File: config.mk
export PLATFORM = sky130hd
export DESIGN_NAME = spec_sw_alloc
export DESIGN_NICKNAME = d
export VERILOG_FILES = /design/src/rtl/ssa_pkg.sv /design/src/rtl/ssa_rr_arb.sv /design/src/rtl/ssa_sep_stage.sv /design/src/rtl/spec_sw_alloc.sv
export SDC_FILE = /design/constraint.sdc
export NUM_CORES = 1
export LEC_CHECK = 0
export ABC_AREA = 1
export BUFFER_PORTS_ARGS = -buffer_cell sky130_fd_sc_hd__clkbuf_2
export CAP_MARGIN = 20
export CORE_MARGIN = 4
export CORE_UTILIZATION = 59
export CTS_CLUSTER_SIZE = 20
export DETAILED_ROUTE_END_ITERATION = 6
export PLACE_DENSITY_LB_ADDON = 0.1
export SLEW_MARGIN = 20
export SYNTH_ARGS = -nofsm -noshare
export SYNTH_HDL_FRONTEND = slang
export SYNTH_SLANG_ARGS = --single-unit
File: constraint.sdc
create_clock -name clk -period 4.8 [get_ports clk]
set_clock_uncertainty 0.15 [all_clocks]
set_input_delay 1.2 -clock clk [delete_from_list [all_inputs] [get_ports clk]]
set_output_delay 1.2 -clock clk [all_outputs]
set_load 0.005 [all_outputs]
File: src/rtl/ssa_pkg.sv
package ssa_pkg;
  // width of an index into n items, at least one bit
  function automatic int idx_w(input int n);
    return (n > 1) ? $clog2(n) : 1;
  endfunction
endpackage

File: src/rtl/ssa_rr_arb.sv
module ssa_rr_arb #(
  parameter int N = 4
) (
  input  logic         clk,
  input  logic         rst_n,
  input  logic [N-1:0] req,
  input  logic         adv,
  output logic [N-1:0] gnt
);
  localparam int IW = ssa_pkg::idx_w(N);

  logic [IW-1:0] ptr_q;
  logic [IW-1:0] ptr_d;
  logic          found;

  // pick: first requester at or after the pointer, wrapping
  always_comb begin
    gnt   = '0;
    found = 1'b0;
    for (int k = 0; k < N; k++) begin
      int s;
      s = int'(ptr_q) + k;
      if (s >= N) s = s - N;
      if (!found && req[s]) begin
        gnt[s] = 1'b1;
        found  = 1'b1;
      end
    end
  end

  // next pointer: one past the winner, only when the grant is used
  always_comb begin
    ptr_d = ptr_q;
    for (int k = 0; k < N; k++) begin
      if (gnt[k]) ptr_d = (k == N-1) ? '0 : IW'(k + 1);
    end
  end

  always_ff @(posedge clk or negedge rst_n) begin
    if (!rst_n)   ptr_q <= '0;
    else if (adv) ptr_q <= ptr_d;
  end

  a_r1_arb_onehot: assert property (@(posedge clk) disable iff (!rst_n)
    $onehot0(gnt));
  a_r1_arb_subset: assert property (@(posedge clk) disable iff (!rst_n)
    (gnt & ~req) == '0);
  a_r1_arb_work: assert property (@(posedge clk) disable iff (!rst_n)
    (req != '0) |-> (gnt != '0));
endmodule

File: src/rtl/ssa_sep_stage.sv
module ssa_sep_stage #(
  parameter int P  = 5,
  parameter int V  = 2,
  parameter int PW = ssa_pkg::idx_w(P),
  parameter int VW = ssa_pkg::idx_w(V)
) (
  input  logic            clk,
  input  logic            rst_n,
  input  logic [P*V-1:0]  vld,
  input  logic [P*V*PW-1:0] port,
  input  logic [P-1:0]    use_in,
  input  logic [P-1:0]    use_out,
  output logic [P*P-1:0]  gnt,     // bit i*P+o : input i won output o
  output logic [P*VW-1:0] win_vc
);
  logic [P*V-1:0]  s1_gnt;
  logic [P*P-1:0]  s2_req;   // bit o*P+i
  logic [P*P-1:0]  s2_gnt;   // bit o*P+i
  logic [P-1:0]    has_win;
  logic [PW-1:0]   win_port [P];
  logic [VW-1:0]   win_idx  [P];

  // stage one: a V-way arbiter per input
  for (genvar gi = 0; gi < P; gi++) begin : g_in
    ssa_rr_arb #(.N(V)) i_in_arb (
      .clk   (clk),
      .rst_n (rst_n),
      .req   (vld[gi*V +: V]),
      .adv   (use_in[gi]),
      .gnt   (s1_gnt[gi*V +: V])
    );
  end

  always_comb begin
    for (int i = 0; i < P; i++) begin
      win_idx[i]  = '0;
      win_port[i] = '0;
      has_win[i]  = |s1_gnt[i*V +: V];
      for (int v = 0; v < V; v++) begin
        if (s1_gnt[i*V+v]) begin
          win_idx[i]  = VW'(v);
          win_port[i] = port[(i*V+v)*PW +: PW];
        end
      end
      win_vc[i*VW +: VW] = win_idx[i];
    end
  end

  always_comb begin
    for (int o = 0; o < P; o++)
      for (int i = 0; i < P; i++)
        s2_req[o*P+i] = has_win[i] && (int'(win_port[i]) == o);
  end

  // stage two: a P-way arbiter per output
  for (genvar go = 0; go < P; go++) begin : g_out
    ssa_rr_arb #(.N(P)) i_out_arb (
      .clk   (clk),
      .rst_n (rst_n),
      .req   (s2_req[go*P +: P]),
      .adv   (use_out[go]),
      .gnt   (s2_gnt[go*P +: P])
    );
  end

  always_comb begin
    for (int i = 0; i < P; i++)
      for (int o = 0; o < P; o++)
        gnt[i*P+o] = s2_gnt[o*P+i];
  end

  for (genvar gi = 0; gi < P; gi++) begin : g_chk
    a_r2_stage_row: assert property (@(posedge clk) disable iff (!rst_n)
      $onehot0(gnt[gi*P +: P]));
  end
endmodule

File: src/rtl/spec_sw_alloc.sv
module spec_sw_alloc #(
  parameter int P  = 5,
  parameter int V  = 2,
  parameter int PW = ssa_pkg::idx_w(P),
  parameter int VW = ssa_pkg::idx_w(V)
) (
  input  logic              clk,
  input  logic              rst_n,
  input  logic [P*V-1:0]    req_vld,
  input  logic [P*V*PW-1:0] req_port,
  input  logic [P*V-1:0]    req_spec,
  input  logic [P*V-1:0]    va_ok,
  output logic [P*P-1:0]    sw_gnt,
  output logic [P*VW-1:0]   sw_vc,
  output logic [P-1:0]      sw_waste
);
  localparam int NR = P*V;

  logic [NR-1:0]   ns_vld, sp_vld;
  logic [P*P-1:0]  ns_gnt, sp_gnt, sp_keep;
  logic [P*VW-1:0] ns_vc, sp_vc;
  logic [P-1:0]    ns_in_any, ns_out_any;
  logic [P-1:0]    sp_in_keep, va_hit;
  logic [P-1:0]    sp_use_in, sp_use_out;
  logic [P*P-1:0]  col_view;   // bit o*P+i

  assign ns_vld = req_vld & ~req_spec;
  assign sp_vld = req_vld &  req_spec;

  ssa_sep_stage #(.P(P), .V(V), .PW(PW), .VW(VW)) i_ns_alloc (
    .clk     (clk),
    .rst_n   (rst_n),
    .vld     (ns_vld),
    .port    (req_port),
    .use_in  (ns_in_any),
    .use_out (ns_out_any),
    .gnt     (ns_gnt),
    .win_vc  (ns_vc)
  );

  ssa_sep_stage #(.P(P), .V(V), .PW(PW), .VW(VW)) i_sp_alloc (
    .clk     (clk),
    .rst_n   (rst_n),
    .vld     (sp_vld),
    .port    (req_port),
    .use_in  (sp_use_in),
    .use_out (sp_use_out),
    .gnt     (sp_gnt),
    .win_vc  (sp_vc)
  );

  // merge: non-speculative first, per output and per input
  always_comb begin
    ns_out_any = '0;
    for (int i = 0; i < P; i++) begin
      ns_in_any[i] = |ns_gnt[i*P +: P];
      for (int o = 0; o < P; o++)
        ns_out_any[o] = ns_out_any[o] | ns_gnt[i*P+o];
    end
    sp_use_out = '0;
    for (int i = 0; i < P; i++) begin
      for (int o = 0; o < P; o++)
        sp_keep[i*P+o] = sp_gnt[i*P+o] & ~ns_out_any[o] & ~ns_in_any[i];
      sp_in_keep[i] = |sp_keep[i*P +: P];
      va_hit[i]     = va_ok[i*V + int'(sp_vc[i*VW +: VW])];
      sp_use_in[i]  = sp_in_keep[i] & va_hit[i];
      for (int o = 0; o < P; o++)
        sp_use_out[o] = sp_use_out[o] | (sp_keep[i*P+o] & va_hit[i]);
      sw_gnt[i*P +: P]   = ns_gnt[i*P +: P] | (sp_keep[i*P +: P] & {P{va_hit[i]}});
      sw_vc[i*VW +: VW]  = ns_in_any[i] ? ns_vc[i*VW +: VW] : sp_vc[i*VW +: VW];
      sw_waste[i]        = sp_in_keep[i] & ~va_hit[i];
    end
  end

  always_comb begin
    for (int o = 0; o < P; o++)
      for (int i = 0; i < P; i++)
        col_view[o*P+i] = sw_gnt[i*P+o];
  end

  for (genvar gi = 0; gi < P; gi++) begin : g_chk_in
    a_r2_row_onehot: assert property (@(posedge clk) disable iff (!rst_n)
      $onehot0(sw_gnt[gi*P +: P]));
    a_r4_gnt_match: assert property (@(posedge clk) disable iff (!rst_n)
      (sw_gnt[gi*P +: P] != '0) |->
        (req_vld[gi*V + int'(sw_vc[gi*VW +: VW])] &&
         sw_gnt[gi*P + int'(req_port[(gi*V + int'(sw_vc[gi*VW +: VW]))*PW +: PW])]));
    a_r7_spec_needs_va: assert property (@(posedge clk) disable iff (!rst_n)
      ((sw_gnt[gi*P +: P] != '0) && req_spec[gi*V + int'(sw_vc[gi*VW +: VW])]) |->
        va_ok[gi*V + int'(sw_vc[gi*VW +: VW])]);
    a_r7_waste_idle: assert property (@(posedge clk) disable iff (!rst_n)
      sw_waste[gi] |-> (sw_gnt[gi*P +: P] == '0));
  end

  for (genvar go = 0; go < P; go++) begin : g_chk_out
    a_r3_col_onehot: assert property (@(posedge clk) disable iff (!rst_n)
      $onehot0(col_view[go*P +: P]));
  end
endmodule

==> results.json, run 1 <==
{
  "status": "aborted with a tool error",
  "lastStage": "global routing (5_1_grt)",
  "error_line": "[ERROR GRT-0232] Routing congestion too high. Check the congestion heatmap in the GUI.",
  "gp_congestion": 1.083,
  "start_util_pct": 59.91,
  "synth_area_per_cell_um2": 5.189,
  "cts_buffer_depth": 2,
  "syn_inst": 3103,
  "fp.dieW_um": 173.2,
  "worst-ep-kind": "primary output",
  "yosys_warnings": 0,
  "synth_edf_count": 0,
  "pre_cts_ws_ns": -0.9629,
  "synth_top_cell_by_area": "nand2_1",
  "grt-ovfl-total": 3004,
  "synth.distinct_cells": 59,
  "synth_area_um2": 16100,
  "synth_top_area_share_pct": 21.91,
  "die_h_um": 173.2,
  "portBuffers": 96,
  "postPlaceCellArea_um2": 21050,
  "dpl.hpwl_um": 56420,
  "yosys-top-cells-area": "nand2_1, nand3_1, nor2_1",
  "htree_levels": 2,
  "io_pins": 97,
  "grt_use_total_pct": 100.8,
  "cts_root_buf": "clkbuf_16",
  "cts_made_buffers": 5,
  "numClockSinks": 40,
  "async_flop_share_pct": 100.0,
  "grt-worst-endpoint": "sw_gnt[20]",
  "ys_seq_area_share_pct": 6.216,
  "rows": 60,
  "placedCellCount": 4068,
  "grt_max_degree": 28,
  "synth-seq-cells": 40,
  "syn-num-nets": 3296,
  "ys.flop_type": "dfrtp_1"
}
## timing repair
item	in CTS
pin swaps	230
endpoints found under the setup margin	35
hold buffers	0
cloned	2
setup buffers	82
gates resized for setup	651
## Yosys cell counts (17+ instances only)
library cell / count
nand2_1: 940
nor2_1: 458
inv_1: 398
nand3_1: 371
o21ai_0: 127
ha_1: 121
nand4_1: 78
a21oi_1: 72
inv_2: 64
o21ai_1: 46
nor2_2: 43
dfrtp_1: 40
nor3_1: 39
nand3b_1: 24
nand3_2: 21
nand2_2: 20
o22ai_1: 20
o211ai_1: 19
xor2_1: 18
a31oi_1: 17
or2_2: 17
## stage by stage
stage	util, %	setup TNS, ns
3_5_place_dp	78.31	-26.84
2_1_floorplan	-	0
3_3_place_gp	78.31	-23.99
4_1_cts	90.47	-12.77
## kinds of logic after synthesis
kind of cell | count (synthesis) | synth area share, %
AO/OA/AOI/OAI | 367 | 13.52
adder cells (fa/ha/maj) | 131 | 10.65
AND/OR/NAND/NOR | 2048 | 55.85
XOR/XNOR | 30 | 1.912
flip-flops | 40 | 6.216
multiplexers | 2 | 0.1321
buffers and inverters | 485 | 11.73
## metal layers
layer	GRT usage (%)	overflow
met1	88.53	51
met2	134.9	2305
met3	74.77	22
met4	114.1	624
met5	42.79	2
==> inputs of run 2 (changes only) <==
--- a/config.mk
+++ b/config.mk
@@ -9,10 +9,9 @@
 export BUFFER_PORTS_ARGS = -buffer_cell sky130_fd_sc_hd__clkbuf_2
 export CAP_MARGIN = 20
 export CORE_MARGIN = 4
-export CORE_UTILIZATION = 59
-export CTS_CLUSTER_SIZE = 20
+export CORE_UTILIZATION = 40
 export DETAILED_ROUTE_END_ITERATION = 6
-export PLACE_DENSITY_LB_ADDON = 0.1
+export PLACE_DENSITY_LB_ADDON = 0.15
 export SLEW_MARGIN = 20
 export SYNTH_ARGS = -nofsm -noshare
 export SYNTH_HDL_FRONTEND = slang
==> constraint.sdc (replaced) <==
create_clock -name clk -period 6.2 [get_ports clk]
set_clock_uncertainty 0.15 [all_clocks]
set_input_delay 1.55 -clock clk [delete_from_list [all_inputs] [get_ports clk]]
set_output_delay 1.55 -clock clk [all_outputs]
set_load 0.005 [all_outputs]
==> run 2 against run 1 <==
The flow now finishes, with violations (negative setup slack). Synthesized cell count stayed put. Synthesized area stayed put.
==> results.json, run 2 <==
{
  "start_util_pct": 40.53,
  "met2_usage_pct": 48.82,
  "r2r_cells": 21,
  "drtAntennaViolNets": 0,
  "synth-seq-cells": 40,
  "grt_use_met3_pct": 3.708,
  "synth_area_per_cell_um2": 5.189,
  "setup_violations": 1,
  "post_route_cells_drive_above_1_share_pct": 31.25,
  "cp.depth": 25,
  "synthSimpleGateAreaFrac_pct": 55.85,
  "setup_ws_ns": -0.008479,
  "cp_common_cell": "nor2_4",
  "mostFrequentLayoutCell": "nand2_1",
  "drc": 0,
  "yosys-top-cells-area": "nand2_1, nand3_1, nor2_1",
  "coreArea_um2": 39730,
  "cts_tree": "done",
  "antenna_found_initial": 0,
  "fin_nets": 3766,
  "drtPass1Iterations": 6,
  "drtIter0Drc": 1687,
  "fp.dieW_um": 208.6,
  "violations": "negative setup slack",
  "multi_input_area_um2": 15410,
  "io_pins": 97,
  "status": "finished, violations left",
  "synth_edf_count": 0,
  "syn_inst": 3103,
  "crit_fanout": 4,
  "reg.largest.list": "i_ns_alloc.g_out.i_out_arb.ptr_q: 15 flops, i_sp_alloc.g_out.i_out_arb.ptr_q: 15 flops",
  "finalCriticalPeriod_ns": 6.208,
  "ys.flop_type": "dfrtp_1",
  "min_path_type": "flop to flop",
  "arrival_ns": 4.51,
  "vias": 22160,
  "die_h_um": 208.6,
  "async_flop_share_pct": 100.0,
  "hold_depth": 2,
  "rows": 73,
  "synthAdderAreaFrac_pct": 10.65,
  "timing.fmax_ghz": 0.1611,
  "cp.buffers_inverters": 9,
  "final_cell_mix": "nand2_1, inv_1, nor2_1",
  "synthMostInstantiatedCell": "nand2_1",
  "synth_common_cells": "nand2_1, nor2_1, inv_1, nand3_1, o21ai_0",
  "synthMuxAreaShare_pct": 0.1321,
  "worst_path_largest_cell_delay_ns": 0.30,
  "synth_top_cell_by_area": "nand2_1",
  "syn2layout_area_growth_pct": 40.39,
  "endpoint_kind": "output port",
  "grt_pass1_vias": 20170,
  "critPathSlowestCell": "nor3_2",
  "n_antenna_cell": 0,
  "grt_busiest_layer": "met2",
  "drv_cap": 0,
  "synth-compound-area-share_pct": 13.52,
  "path_clk_slew_ns": 0.08,
  "vias_per_cell": 5.405,
  "synth_area_um2": 16100,
  "synth_xor_area_share_pct": 1.912,
  "cts_root_buf": "clkbuf_16",
  "start_kind": "input pin",
  "n_fill_cell": 4050,
  "clock_latency_ns": 0.34,
  "ys_seq_area_share_pct": 6.216,
  "final-seq-area_um2": 1003,
  "gp_congestion": 1.029,
  "synth_top_area_share_pct": 21.91,
  "finalHoldViolations": 0,
  "grt_max_degree": 41,
  "htree_levels": 2,
  "wl_per_cell_um": 16.99,
  "grt_pass1_wl_um": 104300,
  "rsz0062_at_grt": "yes",
  "portBuffers": 96,
  "synth.distinct_cells": 59,
  "path_class": "input pin to output port",
  "syn-num-nets": 3296,
  "worstMarginPinSlew_ns": 0.7663,
  "yosys_warnings": 0,
  "grt_use_total_pct": 29.20,
  "dieArea_um2": 43530,
  "grt-ovfl-total": 0,
  "met1_usage_pct": 38.77,
  "cts_buffer_depth": 2,
  "setup-tns-final_ns": -0.008479,
  "routed_wl_um": 69630,
  "fin_crit_sh_pct": 100.1,
  "r2r_setup_slack_ns": 1.85,
  "slew_violations": 0,
  "cts_made_buffers": 5,
  "crit_required_ns": 4.50,
  "path_delay_family": "simple AND/OR/NAND/NOR gates",
  "dpl.hpwl_um": 56540,
  "numClockSinks": 40,
  "synth_top_family_by_area": "simple AND/OR/NAND/NOR gates",
  "slew_headroom_pct": 48.91
}
==> run 2: what timing repair did <==
action,CTS,global route
pin swaps,44,175
hold buffers,0,0
cloned,2,1
setup endpoints to repair,33,35
setup buffers,19,38
gates resized for setup,166,503
==> run 2: per-stage QoR <==
stage / instances / hold WS, ns / utilization, % / setup slack, ns / instance area [um2]
after floorplan: 3103 / 0.3120 / - / 0.8457 / 16100
after global placement: 4034 / 0.3597 / 49.30 / -0.6864 / 19590
after detailed placement: 4034 / 0.3673 / 49.30 / -0.7033 / 19590
after CTS: 4062 / 0.3874 / 51.70 / -0.003616 / 20540
after global routing: 4099 / 0.4358 / 56.89 / -0.1402 / 22610
final: 4099 / 0.4048 / 56.89 / -0.008479 / 22610
==> run 2: cell families (layout without fill, tap and decap cells) <==
| kind of cell | count (synthesis) | after routing |
|---|---|---|
| muxes | 2 | 2 |
| adders and majority gates | 131 | 131 |
| AOI/OAI and AO/OA | 367 | 367 |
| xor gates and xnor gates | 30 | 30 |
| DFF | 40 | 40 |
| and+or+nand+nor | 2048 | 2051 |
| buffers and inverters | 485 | 953 |
==> run 2: worst paths after layout <==
| path | endpoint | from |
|---|---|---|
| worst max-delay path | sw_waste[3] | req_vld[3] |
| worst min-delay path | i_sp_alloc.g_in[3].i_in_arb.ptr_q$_DFFE_PN0P_ | i_sp_alloc.g_in[3].i_in_arb.ptr_q$_DFFE_PN0P_ |
| worst max register to register | i_sp_alloc.g_out[4].i_out_arb.ptr_q[2]$_DFFE_PN0P_ | i_ns_alloc.g_out[1].i_out_arb.ptr_q[2]$_DFFE_PN0P_ |
| worst min register to register | i_sp_alloc.g_in[3].i_in_arb.ptr_q$_DFFE_PN0P_ | i_sp_alloc.g_in[3].i_in_arb.ptr_q$_DFFE_PN0P_ |
| max in group asynchronous | i_sp_alloc.g_out[4].i_out_arb.ptr_q[1]$_DFFE_PN0P_ | rst_n |
| min in group asynchronous | i_ns_alloc.g_out[2].i_out_arb.ptr_q[2]$_DFFE_PN0P_ | rst_n |
==> run 2: tightest hold or removal path, delay by kind of cell, from the launching register on <==
kind          cells  cell delay, ns
flops             1            0.41
simple gates      2            0.12
==> run 2: layer usage <==
metal	up-vias	wire length [um]
met5	-	0
met4	0	2756
met3	161	4145
met2	767	32340
li1	11000	-
met1	10230	30390
==> run 2: cell type report <==
cell class | instances | area share [%]
repair buffers | 480 | 15.89
well taps | 525 | 2.906
clock inverters | 3 | 0.1882
multi-input cells | 2581 | 68.16
clock buffers | 5 | 0.5535
inverters | 465 | 7.871
flip-flops and latches | 40 | 4.439
Power of run 2 is left out: the tool's default activity adds up to more than one toggle a clock period on the data nets, which glitch-free logic cannot reach.
